`src/rtl/warp_ctl_pkg.sv`:
```
package warp_ctl_pkg;
  typedef enum logic {
    OP_TMASK = 1'b0,
    OP_SPAWN = 1'b1
  } cmd_op_e;

  localparam int unsigned MAX_LANES = 64;

  // Lanes 0..n-1 set, all other lanes clear.
  function automatic logic [MAX_LANES-1:0] lane_prefix(input int unsigned n);
    logic [MAX_LANES-1:0] m;
    m = '0;
    for (int unsigned i = 0; i < MAX_LANES; i++) begin
      if (i < n) m[i] = 1'b1;
    end
    return m;
  endfunction
endpackage

```
`src/rtl/warp_cmd_dec.sv`:
```
module warp_cmd_dec #(
  parameter int NUM_WARPS   = 4,
  parameter int NUM_THREADS = 4,
  parameter int XLEN        = 32,
  localparam int WID_W  = $clog2(NUM_WARPS),
  localparam int TID_W  = $clog2(NUM_THREADS),
  localparam int CNT_W  = $clog2(NUM_THREADS + 1),
  localparam int SCNT_W = $clog2(NUM_WARPS + 1)
) (
  input  logic              cmd_valid,
  input  warp_ctl_pkg::cmd_op_e cmd_op,
  input  logic [WID_W-1:0]  cmd_warp,
  input  logic [TID_W-1:0]  cmd_lane,
  input  logic [XLEN-1:0]   opa,
  input  logic [NUM_WARPS-1:0] warp_active,
  output logic              tmc_go,
  output logic              spawn_go,
  output logic [CNT_W-1:0]  tmc_cnt,
  output logic [SCNT_W-1:0] spawn_cnt,
  output logic              tmc_over,
  output logic              spawn_over
);
  import warp_ctl_pkg::*;

  logic accept;

  // Only lane 0 of a launched warp may act.
  assign accept   = cmd_valid && (cmd_lane == '0) && warp_active[cmd_warp];
  assign tmc_go   = accept && (cmd_op == OP_TMASK);
  assign spawn_go = accept && (cmd_op == OP_SPAWN);

  assign tmc_over   = opa > XLEN'(NUM_THREADS);
  assign spawn_over = opa > XLEN'(NUM_WARPS);
  assign tmc_cnt    = tmc_over   ? CNT_W'(NUM_THREADS) : opa[CNT_W-1:0];
  assign spawn_cnt  = spawn_over ? SCNT_W'(NUM_WARPS)  : opa[SCNT_W-1:0];
endmodule

```
`src/rtl/warp_slot.sv`:
```
module warp_slot #(
  parameter int          NUM_THREADS = 4,
  parameter int          XLEN        = 32,
  parameter bit          BOOT        = 1'b0,
  parameter logic [31:0] RESET_PC    = 32'h0000_1000,
  localparam int CNT_W = $clog2(NUM_THREADS + 1)
) (
  input  logic                   clk,
  input  logic                   rst_n,
  input  logic                   tmc_hit,
  input  logic                   spawn_hit,
  input  logic [CNT_W-1:0]       tmc_cnt,
  input  logic [XLEN-1:0]        spawn_pc,
  output logic [NUM_THREADS-1:0] mask,
  output logic [CNT_W-1:0]       cnt,
  output logic                   active,
  output logic [XLEN-1:0]        pc,
  output logic                   user
);
  import warp_ctl_pkg::*;

  localparam logic [NUM_THREADS-1:0] LANE0 = {{(NUM_THREADS-1){1'b0}}, 1'b1};

  logic [MAX_LANES-1:0] pre_full;
  logic                 retire_evt;

  assign pre_full   = lane_prefix(int'(tmc_cnt));
  assign retire_evt = tmc_hit && (tmc_cnt == '0);

  always_ff @(posedge clk) begin
    if (!rst_n) begin
      mask   <= BOOT ? LANE0 : '0;
      cnt    <= CNT_W'(BOOT);
      active <= BOOT;
      pc     <= XLEN'(RESET_PC);
      user   <= 1'b0;
    end else if (tmc_hit) begin
      mask <= pre_full[NUM_THREADS-1:0];
      cnt  <= tmc_cnt;
      if (retire_evt) active <= 1'b0;
    end else if (spawn_hit) begin
      mask   <= LANE0;
      cnt    <= CNT_W'(1);
      active <= 1'b1;
      pc     <= spawn_pc;
      user   <= 1'b1;
    end
  end

  AST_TMC_RETIRE: assert property (@(posedge clk) disable iff (!rst_n)
    retire_evt |=> (!active && mask == '0));
  AST_TMC_POPCOUNT: assert property (@(posedge clk) disable iff (!rst_n)
    tmc_hit |=> ($countones(mask) == int'($past(tmc_cnt))));
  AST_SPAWN_LANE0: assert property (@(posedge clk) disable iff (!rst_n)
    spawn_hit |=> (mask == LANE0 && active && user && cnt == CNT_W'(1)));
  AST_IDLE_HOLD: assert property (@(posedge clk) disable iff (!rst_n)
    (!tmc_hit && !spawn_hit) |=> ($stable(mask) && $stable(pc) && $stable(active)));
endmodule

```
`src/rtl/warp_ctl.sv`:
```
module warp_ctl #(
  parameter int          NUM_WARPS   = 4,
  parameter int          NUM_THREADS = 4,
  parameter int          XLEN        = 32,
  parameter logic [31:0] RESET_PC    = 32'h0000_1000,
  localparam int WID_W  = $clog2(NUM_WARPS),
  localparam int TID_W  = $clog2(NUM_THREADS),
  localparam int CNT_W  = $clog2(NUM_THREADS + 1),
  localparam int SCNT_W = $clog2(NUM_WARPS + 1)
) (
  input  logic                             clk,
  input  logic                             rst_n,
  input  logic                             cmd_valid,
  input  logic                             cmd_op,
  input  logic [WID_W-1:0]                 cmd_warp,
  input  logic [TID_W-1:0]                 cmd_lane,
  input  logic [XLEN-1:0]                  opa,
  input  logic [XLEN-1:0]                  opb,
  output logic [NUM_WARPS*NUM_THREADS-1:0] warp_mask,
  output logic [NUM_WARPS*CNT_W-1:0]       warp_thread_cnt,
  output logic [NUM_WARPS-1:0]             warp_active,
  output logic [NUM_WARPS*XLEN-1:0]        warp_pc,
  output logic [NUM_WARPS-1:0]             warp_user,
  output logic                             err_thread_cnt,
  output logic                             err_warp_cnt
);
  import warp_ctl_pkg::*;

  logic              tmc_go, spawn_go, tmc_over, spawn_over;
  logic [CNT_W-1:0]  tmc_cnt;
  logic [SCNT_W-1:0] spawn_cnt;
  logic [NUM_WARPS-1:0] tmc_hit, spawn_hit;

  warp_cmd_dec #(
    .NUM_WARPS(NUM_WARPS), .NUM_THREADS(NUM_THREADS), .XLEN(XLEN)
  ) u_dec (
    .cmd_valid  (cmd_valid),
    .cmd_op     (cmd_op_e'(cmd_op)),
    .cmd_warp   (cmd_warp),
    .cmd_lane   (cmd_lane),
    .opa        (opa),
    .warp_active(warp_active),
    .tmc_go     (tmc_go),
    .spawn_go   (spawn_go),
    .tmc_cnt    (tmc_cnt),
    .spawn_cnt  (spawn_cnt),
    .tmc_over   (tmc_over),
    .spawn_over (spawn_over)
  );

  for (genvar w = 0; w < NUM_WARPS; w++) begin : g_warp
    assign tmc_hit[w]   = tmc_go && (cmd_warp == WID_W'(w));
    assign spawn_hit[w] = spawn_go && (w != 0) && (SCNT_W'(w) < spawn_cnt);

    warp_slot #(
      .NUM_THREADS(NUM_THREADS), .XLEN(XLEN),
      .BOOT(w == 0), .RESET_PC(RESET_PC)
    ) u_slot (
      .clk      (clk),
      .rst_n    (rst_n),
      .tmc_hit  (tmc_hit[w]),
      .spawn_hit(spawn_hit[w]),
      .tmc_cnt  (tmc_cnt),
      .spawn_pc (opb),
      .mask     (warp_mask[w*NUM_THREADS +: NUM_THREADS]),
      .cnt      (warp_thread_cnt[w*CNT_W +: CNT_W]),
      .active   (warp_active[w]),
      .pc       (warp_pc[w*XLEN +: XLEN]),
      .user     (warp_user[w])
    );
  end

  always_ff @(posedge clk) begin
    if (!rst_n) begin
      err_thread_cnt <= 1'b0;
      err_warp_cnt   <= 1'b0;
    end else begin
      err_thread_cnt <= tmc_go && tmc_over;
      err_warp_cnt   <= spawn_go && spawn_over;
    end
  end

  AST_WARP0_SPAWN_SAFE: assert property (@(posedge clk) disable iff (!rst_n)
    spawn_go |=> ($stable(warp_mask[NUM_THREADS-1:0]) && $stable(warp_pc[XLEN-1:0])));
  AST_THREAD_CLAMP_FLAG: assert property (@(posedge clk) disable iff (!rst_n)
    (tmc_go && tmc_over) |=> err_thread_cnt);
  AST_WARP_CLAMP_FLAG: assert property (@(posedge clk) disable iff (!rst_n)
    (spawn_go && spawn_over) |=> err_warp_cnt);
  AST_NONZERO_LANE_IGNORED: assert property (@(posedge clk) disable iff (!rst_n)
    (cmd_valid && cmd_lane != '0) |=> ($stable(warp_mask) && $stable(warp_active)
                                       && !err_thread_cnt && !err_warp_cnt));
endmodule

```
`config.mk`:
```
export PLATFORM = sky130hd
export DESIGN_NAME = warp_ctl
export DESIGN_NICKNAME = d
export VERILOG_FILES = /design/src/rtl/warp_ctl_pkg.sv /design/src/rtl/warp_cmd_dec.sv /design/src/rtl/warp_slot.sv /design/src/rtl/warp_ctl.sv
export SDC_FILE = /design/constraint.sdc
export NUM_CORES = 1
export LEC_CHECK = 0
export ABC_AREA = 0
export BUFFER_PORTS_ARGS = -buffer_cell sky130_fd_sc_hd__buf_2
export CAP_MARGIN = 20
export CORE_MARGIN = 5
export CORE_UTILIZATION = 46
export CTS_CLUSTER_SIZE = 8
export DETAILED_ROUTE_END_ITERATION = 8
export HOLD_SLACK_MARGIN = 0.06
export PLACE_DENSITY = 0.79
export REMOVE_ABC_BUFFERS = 1
export SLEW_MARGIN = 30
export SYNTH_ARGS = -nofsm -noshare
export SYNTH_HDL_FRONTEND = slang
export SYNTH_SLANG_ARGS = --single-unit
```
`constraint.sdc`:
```
create_clock -name clk -period 2.4 [get_ports clk]
set_clock_uncertainty 0.2 [all_clocks]
set_input_delay 0.12 -clock clk [delete_from_list [all_inputs] [get_ports clk]]
set_output_delay 0.12 -clock clk [all_outputs]
set_load 0.03 [all_outputs]
```
Yosys cells after proc, flatten, opt, wreduce, memory -nomap -nowiden:

Index checks and enable logic that the tools add are counted.

* bits in registers: 133
* bits of input ports: 72
* word-level logic and storage cells: 97
* output and inout bits: 166

* equal/unequal tests: 6
* bitwise gates (word level): 4
* mux-type cells: 28
* reduce and logical (&&, ||, !) cells: 30
* magnitude comparators: 9

Operators by type and width (count)
* $gt A32 B3 Y1 const B: 1
* $mux W4: 6
* $mux W3: 7
* $logic_and A1 B1 Y1: 17
* $mux W1: 14
* $reduce_and A2 Y1: 7
* $lt A2 B3 Y1 const A: 4
* $lt A1 B3 Y1 const A: 3
* $ne A2 B2 Y1 const B: 3
* $reduce_bool A2 Y1: 3
* $eq A2 B2 Y1 const B: 2
* $logic_not A2 Y1: 2
* $not A1 Y1: 4
* $logic_not A3 Y1: 1
* $lt A2 B3 Y1 const B: 1
* $bmux W1 S2: 1
* $eq A2 B1 Y1 const B: 1

Logic depth before layout (Yosys ltp):

Gate-level depths: netlist of the first run.

* depth after elaboration: 8
* gate-level depth with buffers: 8
* mapped depth without buffers: 5

By module:

From an unflattened synthesis of the first run, not the netlist that was laid out.

* cells, all modules: 730
* area total of the unflattened synthesis: 6426.2 um^2

By module, submodules not included
* warp_slot (g_warp[1].u_slot ...): cells an instance 172, area an instance 1508.9 um^2, seq. area each 800.8 um^2, instances 3
* warp_slot (g_warp[0].u_slot): cells an instance 173, area an instance 1611.5 um^2, seq. area each 800.8 um^2, instances 1
* warp_cmd_dec: cells an instance 27, area an instance 171.4 um^2, seq. area each 0.0 um^2, instances 1
* warp_ctl: cells an instance 14, area an instance 116.4 um^2, seq. area each 40.0 um^2, instances 1

Worst setup path before layout of the first run:

No wires, ideal clock.

* path type: reg2reg
* start: reg g_warp[3].u_slot.active
* end: reg g_warp[1].u_slot.pc[12]
* library setup time: 129 ps
* path buffers: 1
* arrival: 1518 ps
* path slack: 554 ps
* cell stages (with the launch flop): 7
* data required time: 2071 ps
* clock period less this slack: 1846 ps
* cell sequence: dfxtp_1 > mux4_2 > and3_1 > o31ai_4 > buf_6 > mux2i_1 > nand2_1

* longest elaborated chain between the ends: 7
* elaborated cells on any way between the ends: 9
* those cells by class: mux: 2; bitwise: 1; reduce/logical: 6

RTL lines
* start, declared: line warp_slot.sv:16 `output logic active,`
* start signal, assigned: line warp_slot.sv:34 `active <= BOOT;`
* start signal, assigned: line warp_slot.sv:40 `if (retire_evt) active <= 1'b0;`
* start signal, assigned: line warp_slot.sv:44 `active <= 1'b1;`
* $bmux W1 S2 *: line warp_cmd_dec.sv:28 `assign accept = cmd_valid && (cmd_lane == '0) && warp_active[cmd_warp];`
* $mux W1 (not written as such) *: line warp_cmd_dec.sv:28
* $logic_and A1 B1 Y1 *: line warp_cmd_dec.sv:28
* $logic_and A1 B1 Y1: line warp_cmd_dec.sv:29 `assign tmc_go = accept && (cmd_op == OP_TMASK);`
* $logic_and A1 B1 Y1: line warp_ctl.sv:52 `assign tmc_hit[w] = tmc_go && (cmd_warp == WID_W'(w));`
* $not A1 Y1 (no source line)
* $reduce_and A2 Y1 (no source line) *
* end signal, assigned: line warp_slot.sv:35 `pc <= XLEN'(RESET_PC);`
* end signal, assigned: line warp_slot.sv:45 `pc <= spawn_pc;`
* end, declared: line warp_slot.sv:17 `output logic [XLEN-1:0] pc,`

Mark *: on every way between the ends. The rest lies on a longest branch, timed or not. The select of a mux whose other input is x is not followed.
A chain may end at the register's enable or synchronous reset.

Final worst setup path of the first run:

* start: in opa[13]
* end: reg err_thread_cnt

* longest elaborated chain between the ends: 2

RTL lines
* start, declared: line warp_ctl.sv:17 `input logic [XLEN-1:0] opa,`
* $gt A32 B3 Y1: line warp_cmd_dec.sv:32 `assign tmc_over = opa > XLEN'(NUM_THREADS);`
* $logic_and A1 B1 Y1: line warp_ctl.sv:78 `err_thread_cnt <= tmc_go && tmc_over;`
* end signal, assigned: line warp_ctl.sv:78
* end, declared: line warp_ctl.sv:24 `output logic err_thread_cnt,`

No other way between the ends.

==> flow_summary.toml, run 1 <==
[worst_setup_path]
reg2reg_to = "g_warp[3].u_slot.pc[0]"
cp.arrival_ns = 2.46
r2r_slack_ns = 0.25
crit_fanout = 5
critPathCaptureType = "register"
required_ns = 2.59
cp-startpoint = "opa[13]"
cp-start-kind = "input pin"
r2r-start = "g_warp[3].u_slot.active"
setup.worst_path.class = "input pin to register"
reg2regPathDepth = 6

[power_and_ir_drop]
ir_drop_v = 0.000397
net-switching-power_mw = 1.21
p_clk_share_pct = 51.6
p_leak_nw = 3.32
p_total_mw = 5.30
comb_power_share_pct = 7.5
p_int_mw = 4.09
power-per-cell-area_mw_per_mm2 = 730
seqPwrFrac_pct = 40.9
swShare_pct = 22.9

[finish]
fillers = 875
final_common_cell = "buf_2"
drive_gt1_share_pct = 31.9
nets = 900
mostFrequentLayoutCells = "203 x buf_2, 129 x dfxtp_1, 109 x nand2_1"
regArea_mm2 = 0.00258
stdcell_count = 979
syn_to_final_growth_pct = 43.1
final_core_util_pct = 67.0
multi_input_area_mm2 = 0.00209
n_antenna_cell = 0
stdcell_area_mm2 = 0.00727

[worst_hold_path]
hold_start = "opa[21]"
hold_end = "g_warp[1].u_slot.mask[1]"
hold_class = "input pin to register"
min_path_cells = 6

[floorplanning]
die_height_um = 115
initial_core_util_pct = 46.8
io_pins = 238
die_w_um = 115
num_rows = 38
die_area_mm2 = 0.0132
coreArea_mm2 = 0.0108

[placement]
place_area_mm2 = 0.00604
hpwlAfterDp_um = 9730
port_buffers = 204
place_worst_setup_slack_ns = 0.256
dpl.cell_count = 891
place.gp.congestion = 0.807

[logic_synthesis]
synth_top_area_cell = "dfxtp_1"
ys.flop_type = "dfxtp_1"
synthCells = 592
synth_top_area_share_pct = 50.9
ys_async_sr_fraction_pct = 0
seq_area_frac_synth_pct = 50.9
netlist_area_mm2 = 0.00508
synth_cell_type_count = 47
synth_edf_count = 0
avgSynthCellArea_um2 = 8.58
synth_area_leaders = "dfxtp_1 51%, nand2_1 8.1%, nand3_1 7.4%"
ys_seq_elements = 129
yosysWarnings = 0

[detailed_routing]
dr_wl_met2_um = 7420
wl_met3_um = 1150
ant_nets = 0
wl_per_cell_um = 15.1
route.top_layer_used = "met4"
via_count = 4950
drtIter0Drc = 463
finalWirelength_um = 14800
via_per_inst = 5.06
route.detailed.drc = 0
drtPass1Iterations = 5
wl_met1_um = 5920

[sta]
hold_ws_ns = 0.111
worst_slack_ns = 0.127
timing.slew.headroom_pct = 52.8
setup_viol = 0
hold_violations = 0
max_freq_ghz = 0.440
finalMaxSlewViolations = 0
period_minus_slack_ns = 2.27
tns_ns = 0
rsz0062_at_grt = "false"
period_share_pct = 94.7
tightestPinTransition_ns = 0.706

[clocking]
cts_buffers = 17
clockBufferDepth = 2
cts_setup_buffers = 0
cts_root_buf = "clkbuf_8"
ctsHtreeMaxLevel = 4
cts_tree = "built"
clock_latency_ns = 0.50
cts_sinks = 129
cts.clk_slew.worst_paths_ns = 0.06

[global_route]
grt_pass1_vias = 4567
antenna_found_initial = 0
grt_pass1_wl_um = 22700
grt_max_degree = 114
overflow = 0
grt.total_usage_pct = 21.4

[job]
cap_viol_max_count = 0

[status]
status = "finished, final reports clean"
-- synthesized netlist by cell type, drive strengths merged, types with 3 or more instances --
cell type and n:
dfxtp 129, nor3 5, inv 4, and3 4, a21oi 40, o22a 3
clkbuf 25, nor4 6, buf 63, nand2 109, nand3 76, nand4 8
a211oi 4, nor2 18, o21ai 70
-- registers in the layout (all words and copies together), names as in the netlist --
register	cells
err_warp_cnt	1
err_thread_cnt	1
g_warp.u_slot.pc	96
g_warp.u_slot.user	3
g_warp.u_slot.cnt	12
g_warp.u_slot.active	4
g_warp.u_slot.mask	12
-- critical path, cell delays in order --
cell           delay [ns]
dlygate4sd3_1        0.53
buf_2                0.12
nor4_2               0.33
nand4_2              0.26
dlygate4sd3_1        0.67
o41ai_2              0.34
nor2_1               0.09
-- per-layer routing --
| metal | vias to the layer above | global-route usage, % |
|---|---|---|
| met5 | - | 0 |
| met4 | 0 | 7.67 |
| met3 | 28 | 5.58 |
| met2 | 228 | 36.5 |
| met1 | 2254 | 26.0 |
| li1 | 2440 | - |
-- logic make-up (layout without fill, tap and decap cells) --
family                 after synthesis  in the layout  share of synthesized area (%)
other                                2             33                          0.148
AND/OR/NAND/NOR                    236            236                           22.6
buffers and inverters               92            308                           10.9
AO/OA/AOI/OAI                      130            130                           14.7
multiplexers                         3              3                          0.838
flip-flops                         129            129                           50.9
-- cell type report --
class / instances / share of cell area, %
flip-flops and latches: 129 / 35.5
multi-input cells: 402 / 28.7
repair buffers: 274 / 24.5
clock buffers: 17 / 5.70
clock inverters: 13 / 2.93
well taps: 140 / 2.41
inverters: 4 / 0.207
-- power groups by stage --
stage	clock [mW]	sequential, mW	combinational (mW)
final	2.74	2.17	0.398
after global routing	2.88	2.17	0.427
after CTS	2.78	2.17	0.389
after detailed placement	0	2.21	0.320
after global placement	0	2.21	0.316
after floorplan	0	2.25	0.128
-- worst max path at each step --
stage / to / cells after the start
final: err_thread_cnt / 7
after global routing: err_thread_cnt / 7
after CTS: g_warp[2].u_slot.cnt[0] / 8
after detailed placement: g_warp[1].u_slot.pc[12] / 7
after global placement: g_warp[3].u_slot.cnt[0] / 5
after floorplan: g_warp[3].u_slot.cnt[0] / 5
-- repair_timing --
action | in CTS | in global routing
hold endpoints to repair | 129 | 0
endpoints found under the setup margin | 0 | 8
resized for setup | 0 | 3
hold buffers | 58 | 0
Power figures use the tool's default switching activity.
==> run 2: changes to the inputs <==
--- a/config.mk
+++ b/config.mk
@@ -13,7 +13,7 @@
 export CTS_CLUSTER_SIZE = 8
 export DETAILED_ROUTE_END_ITERATION = 8
 export HOLD_SLACK_MARGIN = 0.06
-export PLACE_DENSITY = 0.79
+export PLACE_DENSITY = 0.87
 export REMOVE_ABC_BUFFERS = 1
 export SLEW_MARGIN = 30
 export SYNTH_ARGS = -nofsm -noshare
==> flow_summary.toml, run 2 (same netlist as run 1, synthesis figures left out) <==
[finish]
biggestRegsByFlops = "g_warp.u_slot.pc (96), g_warp.u_slot.cnt (12), g_warp.u_slot.mask (12)"
largest_reg_flops = 96
final_core_util_pct = 67.1
multi_input_area_mm2 = 0.00210
stdcell_area_mm2 = 0.00728
nets = 901
regArea_mm2 = 0.00258
syn_to_final_growth_pct = 43.3
stdcell_count = 981
final_common_cell = "buf_2"
fillers = 861
drive_gt1_share_pct = 32.3
regMostFlops = "g_warp.u_slot.pc"
mostFrequentLayoutCells = "203 x buf_2, 129 x dfxtp_1, 109 x nand2_1"

[detailed_routing]
finalWirelength_um = 16100
drtPass1Iterations = 7
route.detailed.drc = 0
wl_per_cell_um = 16.4
drtIter0Drc = 388
via_per_inst = 5.15
via_count = 5057
ant_nets = 0

[placement]
hpwlAfterDp_um = 10000
place_area_mm2 = 0.00603
place.gp.congestion = 0.856
place_worst_setup_slack_ns = 0.267
port_buffers = 204
dpl.cell_count = 892

[floorplanning]
num_rows = 38
die_w_um = 115
die_area_mm2 = 0.0132
die_height_um = 115
coreArea_mm2 = 0.0108
io_pins = 238
initial_core_util_pct = 46.8

[worst_setup_path]
setup.worst_path.class = "input pin to register"
critPathCaptureType = "register"
required_ns = 2.55
crit_fanout = 3
cp.arrival_ns = 2.50
cpMostUsedCell = "dlygate4sd3_1"
cp_top_family = "buffers and inverters"
cp-start-kind = "input pin"
crit_path_cell_trace = "dlygate4sd3_1 -> buf_2 -> nor4_2 -> dlygate4sd3_1 -> nand4_1 -> o41ai_4 -> nor2_1"
crit_buf_inv = 3
critical_path.max_stage_delay_ns = 0.62
cp_slowest_cell = "dlygate4sd3_1"

[worst_hold_path]
hold_class = "input pin to register"

[job]
cap_viol_max_count = 0

[sta]
rsz0062_at_grt = "false"
period_share_pct = 97.7
setup_viol = 0
tightestPinTransition_ns = 0.638
hold_violations = 0
finalMaxSlewViolations = 0
max_freq_ghz = 0.426
tns_ns = 0
worst_slack_ns = 0.0548
period_minus_slack_ns = 2.35
timing.slew.headroom_pct = 57.3
hold_ws_ns = 0.0901

[global_route]
grt_pass1_vias = 4795
overflow = 0
grt_pass1_wl_um = 23700
grt.total_usage_pct = 22.5
grt_max_degree = 114
antenna_found_initial = 0

[clocking]
clockBufferDepth = 2
cts_tree = "built"
ctsHtreeMaxLevel = 4
clock_latency_ns = 0.49
cts_root_buf = "clkbuf_8"
cts.clk_slew.worst_paths_ns = 0.06
cts_sinks = 129
cts_buffers = 17

[power_and_ir_drop]
p_total_mw = 5.31
power-per-cell-area_mw_per_mm2 = 730
p_leak_nw = 3.33
ir_drop_v = 0.000422

[status]
status = "finished, final reports clean"
run 2: repair_timing:
action | in CTS | in global routing
hold buffers | 56 | 0
endpoints found under the hold margin | 129 | 0
endpoints found under the setup margin | 0 | 65
setup buffers | 0 | 1
resized for setup | 0 | 4
run 2: per-layer routing:
layer / track usage [%] / part of all wire, % / vias to the layer above
li1: - / - / 2448
met1: 26.6 / 40 / 2306
met2: 38.9 / 50 / 249
met3: 5.05 / 6.7 / 54
met4: 10.1 / 3.5 / 0
met5: 0 / 0 / -
run 2: final timing paths:
kind,start,to,slack [ns],cells past startpoint
setup / recovery,opa[16],err_thread_cnt,0.05,7
hold / removal,opa[11],g_warp[1].u_slot.active,0.09,6
setup reg to reg,g_warp[3].u_slot.active,g_warp[3].u_slot.pc[14],0.22,6
hold reg to reg,g_warp[2].u_slot.user,g_warp[2].u_slot.user,0.25,2
run 2: power breakdown:
| group | total (mW) | internal, mW | switching (mW) |
|---|---|---|---|
| combinational | 0.402 | 0.144 | 0.258 |
| clock | 2.74 | 1.79 | 0.955 |
| sequential | 2.17 | 2.16 | 0.00932 |
run 2: tightest hold or removal path, stage by stage:
cell,delay [ns]
buf_2,0.08
nor4_2,0.04
nand4_2,0.16
nor2_1,0.13
nand3_1,0.11
a22o_1,0.12
run 2: layout make-up:
type                            count  share of cell area [%]
Timing Repair Buffer              275                    24.4
Clock buffer                       17                    5.69
Multi-Input combinational cell    402                    28.8
Sequential cell                   129                    35.5
Antenna cell                        1                  0.0344
Inverter                            4                   0.206
Clock inverter                     13                    2.91
Tap cell                          140                    2.41
